### src/rtl/cfg_pkg.sv
package cfg_pkg;
  typedef enum logic [2:0] {
    CPL_SC  = 3'b000,
    CPL_UR  = 3'b001,
    CPL_CRS = 3'b010,
    CPL_CA  = 3'b100
  } cpl_status_e;

  typedef enum logic [1:0] {
    ST_RX,
    ST_EXEC,
    ST_TX
  } fsm_e;

  localparam logic [2:0] FMT_NODATA = 3'b000;
  localparam logic [2:0] FMT_DATA   = 3'b010;
  localparam logic [4:0] TYPE_CFG0  = 5'b00100;
  localparam logic [4:0] TYPE_CPL   = 5'b01010;
  localparam int         IDX_W      = 10;
endpackage

### src/rtl/cfg_ready_timer.sv
module cfg_ready_timer #(
  parameter int unsigned LIMIT = 1000
) (
  input  logic clk_i,
  input  logic rst_ni,
  input  logic force_i,
  output logic ready_o
);
  localparam int unsigned CW = $clog2(LIMIT + 1);
  localparam logic [CW-1:0] LIMIT_C = CW'(LIMIT);

  logic [CW-1:0] cnt_q;
  logic          ready_q;

  always_ff @(posedge clk_i or negedge rst_ni) begin
    if (!rst_ni) begin
      cnt_q   <= '0;
      ready_q <= 1'b0;
    end else begin
      if (cnt_q != LIMIT_C) cnt_q <= cnt_q + 1'b1;
      if (force_i || cnt_q == LIMIT_C) ready_q <= 1'b1;
    end
  end

  assign ready_o = ready_q;

  // readiness is sticky
  p_ready_sticky_r5: assert property (@(posedge clk_i) disable iff (!rst_ni)
    ready_o |=> ready_o);
  // the limit always forces readiness
  p_ready_at_limit_r5: assert property (@(posedge clk_i) disable iff (!rst_ni)
    (cnt_q == LIMIT_C) |=> ready_o);
  // an asserted ready input is honoured the next cycle
  p_ready_forced_r5: assert property (@(posedge clk_i) disable iff (!rst_ni)
    force_i |=> ready_o);
endmodule

### src/rtl/cfg_scratch_bank.sv
module cfg_scratch_bank #(
  parameter int unsigned BASE  = 16,
  parameter int unsigned N     = 4,
  parameter int          IDX_W = 10
) (
  input  logic             clk_i,
  input  logic             rst_ni,
  input  logic             we_i,
  input  logic [IDX_W-1:0] idx_i,
  input  logic [3:0]       be_i,
  input  logic [31:0]      wdata_i,
  output logic             hit_o,
  output logic [31:0]      rdata_o
);
  localparam int unsigned OW = (N > 1) ? $clog2(N) : 1;

  logic [N-1:0][31:0] regs_q;
  logic [IDX_W-1:0]   off;
  logic [OW-1:0]      sel;

  assign off   = idx_i - IDX_W'(BASE);
  assign hit_o = (idx_i >= IDX_W'(BASE)) && (off < IDX_W'(N));
  assign sel   = off[OW-1:0];

  always_comb begin
    rdata_o = '0;
    for (int i = 0; i < int'(N); i++)
      if (hit_o && sel == OW'(i)) rdata_o = regs_q[i];
  end

  always_ff @(posedge clk_i or negedge rst_ni) begin
    if (!rst_ni) begin
      regs_q <= '0;
    end else if (we_i && hit_o) begin
      for (int i = 0; i < int'(N); i++)
        if (sel == OW'(i))
          for (int b = 0; b < 4; b++)
            if (be_i[b]) regs_q[i][8*b +: 8] <= wdata_i[8*b +: 8];
    end
  end

  // empty byte enables leave the store untouched
  p_zero_be_keeps_r7: assert property (@(posedge clk_i) disable iff (!rst_ni)
    (we_i && be_i == 4'b0) |=> $stable(regs_q));
  // writes outside the bank leave it untouched
  p_miss_keeps_r9: assert property (@(posedge clk_i) disable iff (!rst_ni)
    (we_i && !hit_o) |=> $stable(regs_q));
endmodule

### src/rtl/cfg_completer.sv
module cfg_completer
  import cfg_pkg::*;
#(
  parameter int unsigned READY_CYCLES = 1000,
  parameter logic [2:0]  FUNC_NUM     = 3'd0,
  parameter logic [31:0] ID_WORD      = 32'h5A17_0F3E,
  parameter int unsigned N_SCR        = 4,
  parameter int unsigned COMPAT_BASE  = 16,
  parameter int unsigned EXT_BASE     = 256
) (
  input  logic        clk_i,
  input  logic        rst_ni,
  input  logic        dev_ready_i,
  input  logic [31:0] req_dw_i,
  input  logic        req_valid_i,
  output logic        req_ready_o,
  output logic [31:0] cpl_dw_o,
  output logic        cpl_valid_o,
  output logic        cpl_last_o,
  input  logic        cpl_ready_i
);
  localparam int N_BANK = 2;

  logic ready;
  cfg_ready_timer #(.LIMIT(READY_CYCLES)) u_timer (
    .clk_i   (clk_i),
    .rst_ni  (rst_ni),
    .force_i (dev_ready_i),
    .ready_o (ready)
  );

  fsm_e        state_q;
  logic [1:0]  rx_cnt_q, tx_cnt_q;
  logic [31:0] dw0_q, dw1_q, dw2_q, wdata_q, rdata_q;
  cpl_status_e status_q;
  logic        data_q;
  logic [7:0]  own_bus_q;
  logic [4:0]  own_dev_q;

  // request decode
  logic [2:0]       fmt, tc;
  logic [4:0]       typ;
  logic [9:0]       len;
  logic [3:0]       lbe, fbe;
  logic [IDX_W-1:0] idx;
  logic             is_rd, is_wr, malformed, wr_fire;
  cpl_status_e      exec_status;

  assign fmt = dw0_q[31:29];
  assign typ = dw0_q[28:24];
  assign tc  = dw0_q[22:20];
  assign len = dw0_q[9:0];
  assign lbe = dw1_q[7:4];
  assign fbe = dw1_q[3:0];
  assign idx = {dw2_q[11:8], dw2_q[7:2]};

  assign is_rd     = (fmt == FMT_NODATA) && (typ == TYPE_CFG0);
  assign is_wr     = (fmt == FMT_DATA) && (typ == TYPE_CFG0);
  assign malformed = !(is_rd || is_wr) || (len != 10'd1) || (lbe != 4'b0) || (tc != 3'b0);

  always_comb begin
    if (!ready)         exec_status = CPL_CRS;
    else if (malformed) exec_status = CPL_UR;
    else                exec_status = CPL_SC;
  end

  assign wr_fire = (state_q == ST_EXEC) && is_wr && (exec_status == CPL_SC);

  // register store: compatible and extended scratch banks
  logic [N_BANK-1:0]       bank_hit;
  logic [N_BANK-1:0][31:0] bank_rdata;
  logic [31:0]             rd_mux;

  for (genvar gb = 0; gb < N_BANK; gb++) begin : g_bank
    localparam int unsigned BASE = (gb == 0) ? COMPAT_BASE : EXT_BASE;
    cfg_scratch_bank #(.BASE(BASE), .N(N_SCR), .IDX_W(IDX_W)) u_bank (
      .clk_i   (clk_i),
      .rst_ni  (rst_ni),
      .we_i    (wr_fire),
      .idx_i   (idx),
      .be_i    (fbe),
      .wdata_i (wdata_q),
      .hit_o   (bank_hit[gb]),
      .rdata_o (bank_rdata[gb])
    );
  end

  always_comb begin
    if (idx == '0)       rd_mux = ID_WORD;
    else if (bank_hit[0]) rd_mux = bank_rdata[0];
    else if (bank_hit[1]) rd_mux = bank_rdata[1];
    else                  rd_mux = '0;
  end

  always_ff @(posedge clk_i or negedge rst_ni) begin
    if (!rst_ni) begin
      state_q   <= ST_RX;
      rx_cnt_q  <= '0;
      tx_cnt_q  <= '0;
      dw0_q     <= '0;
      dw1_q     <= '0;
      dw2_q     <= '0;
      wdata_q   <= '0;
      rdata_q   <= '0;
      status_q  <= CPL_SC;
      data_q    <= 1'b0;
      own_bus_q <= '0;
      own_dev_q <= '0;
    end else begin
      unique case (state_q)
        ST_RX: if (req_valid_i) begin
          unique case (rx_cnt_q)
            2'd0: begin dw0_q <= req_dw_i; rx_cnt_q <= 2'd1; end
            2'd1: begin dw1_q <= req_dw_i; rx_cnt_q <= 2'd2; end
            2'd2: begin
              dw2_q <= req_dw_i;
              if (dw0_q[30]) rx_cnt_q <= 2'd3;
              else begin rx_cnt_q <= 2'd0; state_q <= ST_EXEC; end
            end
            default: begin wdata_q <= req_dw_i; rx_cnt_q <= 2'd0; state_q <= ST_EXEC; end
          endcase
        end
        ST_EXEC: begin
          status_q <= exec_status;
          data_q   <= is_rd && (exec_status == CPL_SC);
          rdata_q  <= rd_mux;
          tx_cnt_q <= '0;
          state_q  <= ST_TX;
          if (is_wr && !malformed) begin
            own_bus_q <= dw2_q[31:24];
            own_dev_q <= dw2_q[23:19];
          end
        end
        default: if (cpl_ready_i) begin
          if (cpl_last_o) state_q <= ST_RX;
          else tx_cnt_q <= tx_cnt_q + 1'b1;
        end
      endcase
    end
  end

  assign req_ready_o = (state_q == ST_RX);
  assign cpl_valid_o = (state_q == ST_TX);
  assign cpl_last_o  = cpl_valid_o && (tx_cnt_q == (data_q ? 2'd3 : 2'd2));

  always_comb begin
    unique case (tx_cnt_q)
      2'd0: cpl_dw_o = {data_q ? FMT_DATA : FMT_NODATA, TYPE_CPL, 14'd0, data_q ? 10'd1 : 10'd0};
      2'd1: cpl_dw_o = {own_bus_q, own_dev_q, FUNC_NUM, status_q, 1'b0, 12'd4};
      2'd2: cpl_dw_o = {dw1_q[31:16], dw1_q[15:8], 1'b0, 7'd0};
      default: cpl_dw_o = rdata_q;
    endcase
  end

  logic unused_bits;
  assign unused_bits = ^{dw0_q[23], dw0_q[19:10], dw2_q[18:12], dw2_q[1:0]};

  // a stalled completion word holds
  p_hold_r11: assert property (@(posedge clk_i) disable iff (!rst_ni)
    (cpl_valid_o && !cpl_ready_i) |=> (cpl_valid_o && $stable(cpl_dw_o) && $stable(cpl_last_o)));
  // identity follows the target fields of a well-formed write
  p_id_latch_r6: assert property (@(posedge clk_i) disable iff (!rst_ni)
    (state_q == ST_EXEC && is_wr && !malformed) |=>
      (own_bus_q == $past(dw2_q[31:24]) && own_dev_q == $past(dw2_q[23:19])));
  // before readiness only retry, never data
  p_crs_until_ready_r5: assert property (@(posedge clk_i) disable iff (!rst_ni)
    (state_q == ST_EXEC && !ready) |=> (status_q == CPL_CRS && !data_q));
  // UR completions carry no data
  p_ur_nodata_r10: assert property (@(posedge clk_i) disable iff (!rst_ni)
    (cpl_valid_o && status_q == CPL_UR) |-> !data_q);
endmodule

### config.mk
export PLATFORM = sky130hd
export DESIGN_NAME = cfg_completer
export DESIGN_NICKNAME = d
export VERILOG_FILES = /design/src/rtl/cfg_pkg.sv /design/src/rtl/cfg_ready_timer.sv /design/src/rtl/cfg_scratch_bank.sv /design/src/rtl/cfg_completer.sv
export SDC_FILE = /design/constraint.sdc
export NUM_CORES = 1
export LEC_CHECK = 0
export BUFFER_PORTS_ARGS = -buffer_cell sky130_fd_sc_hd__buf_2
export CORE_ASPECT_RATIO = 2
export CORE_MARGIN = 2
export CORE_UTILIZATION = 55
export CTS_CLUSTER_SIZE = 24
export DETAILED_ROUTE_END_ITERATION = 16
export PLACE_DENSITY = 0.78
export SLEW_MARGIN = 15
export SYNTH_ARGS = -nofsm -noshare
export SYNTH_HDL_FRONTEND = slang
export SYNTH_SLANG_ARGS = --single-unit
export TNS_END_PERCENT = 5
### constraint.sdc
create_clock -name clk_i -period 6.76 [get_ports clk_i]
set_clock_uncertainty 0.1 [all_clocks]
set_input_delay 0.338 -clock clk_i [delete_from_list [all_inputs] [get_ports clk_i]]
set_output_delay 0.338 -clock clk_i [all_outputs]
set_load 0.02 [all_outputs]
==> impl_metrics.tcl <==
set metrics [dict create \
    status "finished, final reports clean" \
    p_int_w 0.00493 \
    p_leak_nw 9.85 \
    io_pins 72 \
    drive_gt1_share_pct 47.2 \
    slew_headroom_pct 20.8 \
    r2r_setup_slack_ns 2.94 \
    rsz0062_at_grt "no" \
    drtAntennaViolNets 0 \
    die_h_um 265 \
    antenna_found_initial 0 \
    finish.net_count 1391 \
    use_met1_pct 31.7 \
    port_buffers 71 \
    regArea_sq_um 10700 \
    endpoint_kind "flip-flop" \
    die-area_sq_um 35700 \
    drt_first_pass_iters 5 \
    grt_overflow 0 \
    hold_path_end "dw2_q[8]" \
    initial_utilization_pct 55.8 \
    grt_busiest_layer "met2" \
    postCtsSetupRepairBufs 0 \
    fin_crit_ns 3.82 \
    numCtsBuffers 38 \
    clk_path_buf_depth 3 \
    comb_power_share_pct 21.0 \
    p_per_area_nw_per_um2 342 \
    min_period_over_period_pct 56.6 \
    hold_buffers 22 \
    drt_iter0_drc 741 \
    wire_per_inst_um 25.9 \
    seqPwrFrac_pct 48.1 \
    cts_tree "yes" \
    p_clk_share_pct 30.9 \
    tightestPinTransition_ns 1.19 \
    core_area_sq_um 33600 \
    netlist_area_sq_um 18800 \
    swShare_pct 32.3 \
    cp.arrival_ns 4.15 \
    critPathLaunchType "flip-flop" \
    critical_path_required_ns 7.09 \
    num_antenna_cells 0 \
    multi_input_area_sq_um 7870 \
    vdd_drop_max_v 0.000250 \
    max_clock_freq_mhz 261 \
    grt_max_degree 190 \
    seq_area_frac_synth_pct 57.1 \
    die_width_um 135 \
    setup_viol 0 \
    synth.distinct_cells 47 \
    rows 95 \
    drc 0 \
    post_cts_resized 0 \
    final_util_pct 63.3 \
    reg2reg_depth 4 \
    hold_depth 2 \
    drv_cap 0 \
    hold_start "req_dw_i[8]" \
    synth_flop_cell "dfrtp_1" \
    vias 11372 \
    path_max_fanout 16 \
    grtUsageTotal_pct 27.3 \
    num-fill-cells 2471 \
    area_delta_synth_final_pct 13.3 \
    hpwlAfterDp_um 31100 \
    avgSynthCellArea_sq_um 15.1 \
    synth_cells 1241 \
    clkLatencyLatePin_ns 0.55 \
    finalMaxSlewViolations 0 \
    async_flop_share_pct 100 \
    r2r_start "dw2_q[11]" \
    gp_congestion 0.856 \
    met3_usage_pct 3.09 \
    reg2reg_to "g_bank[1].u_bank.regs_q[113]" \
    grt_pass1_vias 12238 \
    power.switching_w 0.00235 \
    routed_wl_um 46900 \
    synthesis.nets 1284 \
    synth_edf_count 0 \
    finalSetupTns_ns 0 \
    yosys_register_bits 429 \
    root_buffer "clkbuf_16" \
    grt_util_met2_pct 49.1 \
    grt_pass1_wl_um 73100 \
    path_clk_slew_ns 0.07 \
    crit_type "flip-flop to flip-flop" \
    hp-class "primary input to flip-flop" \
    finalHoldViolCount 0 \
    cts_sinks 429 \
    yosys_warnings 0 \
    htree_levels 2 \
    via_per_inst 6.28 \
]
[sequential cells by signal, summed over array words and instances, names as in the netlist, 2 cells and up]
name,count
own_dev_q,5
rx_cnt_q,2
own_bus_q,8
g_bank.u_bank.regs_q,256
dw0_q,21
dw2_q,23
status_q,2
u_timer.cnt_q,10
tx_cnt_q,2
wdata_q,32
state_q,2
rdata_q,32
dw1_q,32
[worst max-delay path, cell delays in order, from the launching register on]
cell and delay, ns:
dfrtp_1 0.39, nor4_2 0.71, nand4_2 0.93, nor4_2 1.13, mux2_2 0.43
[final cells by class]
type	count	area share (%)
flip-flops and latches	429	50.4
inverters	6	0.106
clock inverters	13	0.881
multi-input cells	749	36.9
clock buffers	55	5.15
well taps	436	2.56
repair buffers	124	3.91
[worst max path at each step]
stage          slack, ns       from                            to  cells after the start
6_report            2.94  dw2_q[11]  g_bank[1].u_bank.regs_q[113]                      4
5_1_grt             2.70  dw2_q[11]  g_bank[1].u_bank.regs_q[113]                      4
4_1_cts             2.97  dw2_q[11]  g_bank[1].u_bank.regs_q[127]                      4
3_5_place_dp        2.98  dw2_q[11]   g_bank[1].u_bank.regs_q[77]                      4
3_3_place_gp        3.12  dw2_q[11]   g_bank[1].u_bank.regs_q[72]                      4
2_1_floorplan       4.19  dw2_q[11]  g_bank[1].u_bank.regs_q[104]                      5
[power groups by stage]
stage / sequential, W / clock, W / combinational [W]
after global placement: 0.00352 / 0 / 0.00148
after floorplan: 0.00325 / 0 / 0.00114
after CTS: 0.00350 / 0.00227 / 0.00154
final: 0.00350 / 0.00225 / 0.00153
after global routing: 0.00357 / 0.00237 / 0.00164
after detailed placement: 0.00354 / 0 / 0.00152
[per-layer routing]
layer	vias up	wire (um)
li1	4832	-
met1	6094	16800
met2	321	25700
met3	125	1760
met4	0	2710
met5	-	0
[cells in the final DEF (no fill, tap or decap), drive strengths merged, types with 3 or more instances in the layout]
master	count
and2	9
a22o	3
nor4	40
nand3	7
nor2	23
nand2	64
mux4	64
xnor2	7
buf	101
o21ai	40
a21oi	17
a22oi	45
nand4	6
and3	4
ha	6
nand2b	6
dlygate4sd3	23
nor2b	3
inv	6
clkbuf	55
dfrtp	429
clkinv	9
bufinv	4
mux2	381
[through the flow]
stage	setup slack (ns)	hold WS, ns	cell area [sq um]	power [W]	std cells
finish	2.94	0.0183	21300	0.00728	1812
detailed placement	2.98	0.364	19800	0.00506	1721
global route	2.70	0.00208	21300	0.00758	1812
global placement	3.12	0.349	19800	0.00500	1721
CTS	2.97	0.00241	21300	0.00731	1811
floorplan	4.19	-0.0576	18800	0.00439	1241
[cells by family (layout without fill, tap and decap cells)]
kind of cell    after synthesis  after routing  synth area share [%]
compound gates              115            115                  3.90
xor+xnor                      9              9                 0.420
fa+ha+maj                     6              6                 0.400
buf+inv                      63            198                  1.31
flops                       429            429                  57.1
mux                         446            446                  30.6
simple gates                173            173                  6.27
[cell usage after synthesis, drive strengths merged, types with 3 or more instances]
cell type  count  share of area, %
dfrtp        429                57
mux2         381                23
mux4          64               7.7
nand2         64               1.3
a22oi         45               1.8
clkbuf        40              0.80
nor4          40               2.9
o21ai         40               1.1
nor2          23              0.46
a21oi         17              0.45
buf           17              0.39
and2           9              0.30
nand3          7              0.19
xnor2          7              0.33
ha             6              0.40
inv            6              0.12
nand2b         6              0.20
nand4          6              0.23
and3           4              0.13
a22o           3              0.14
nor2b          3              0.10
(Power assumes the default switching activity.)
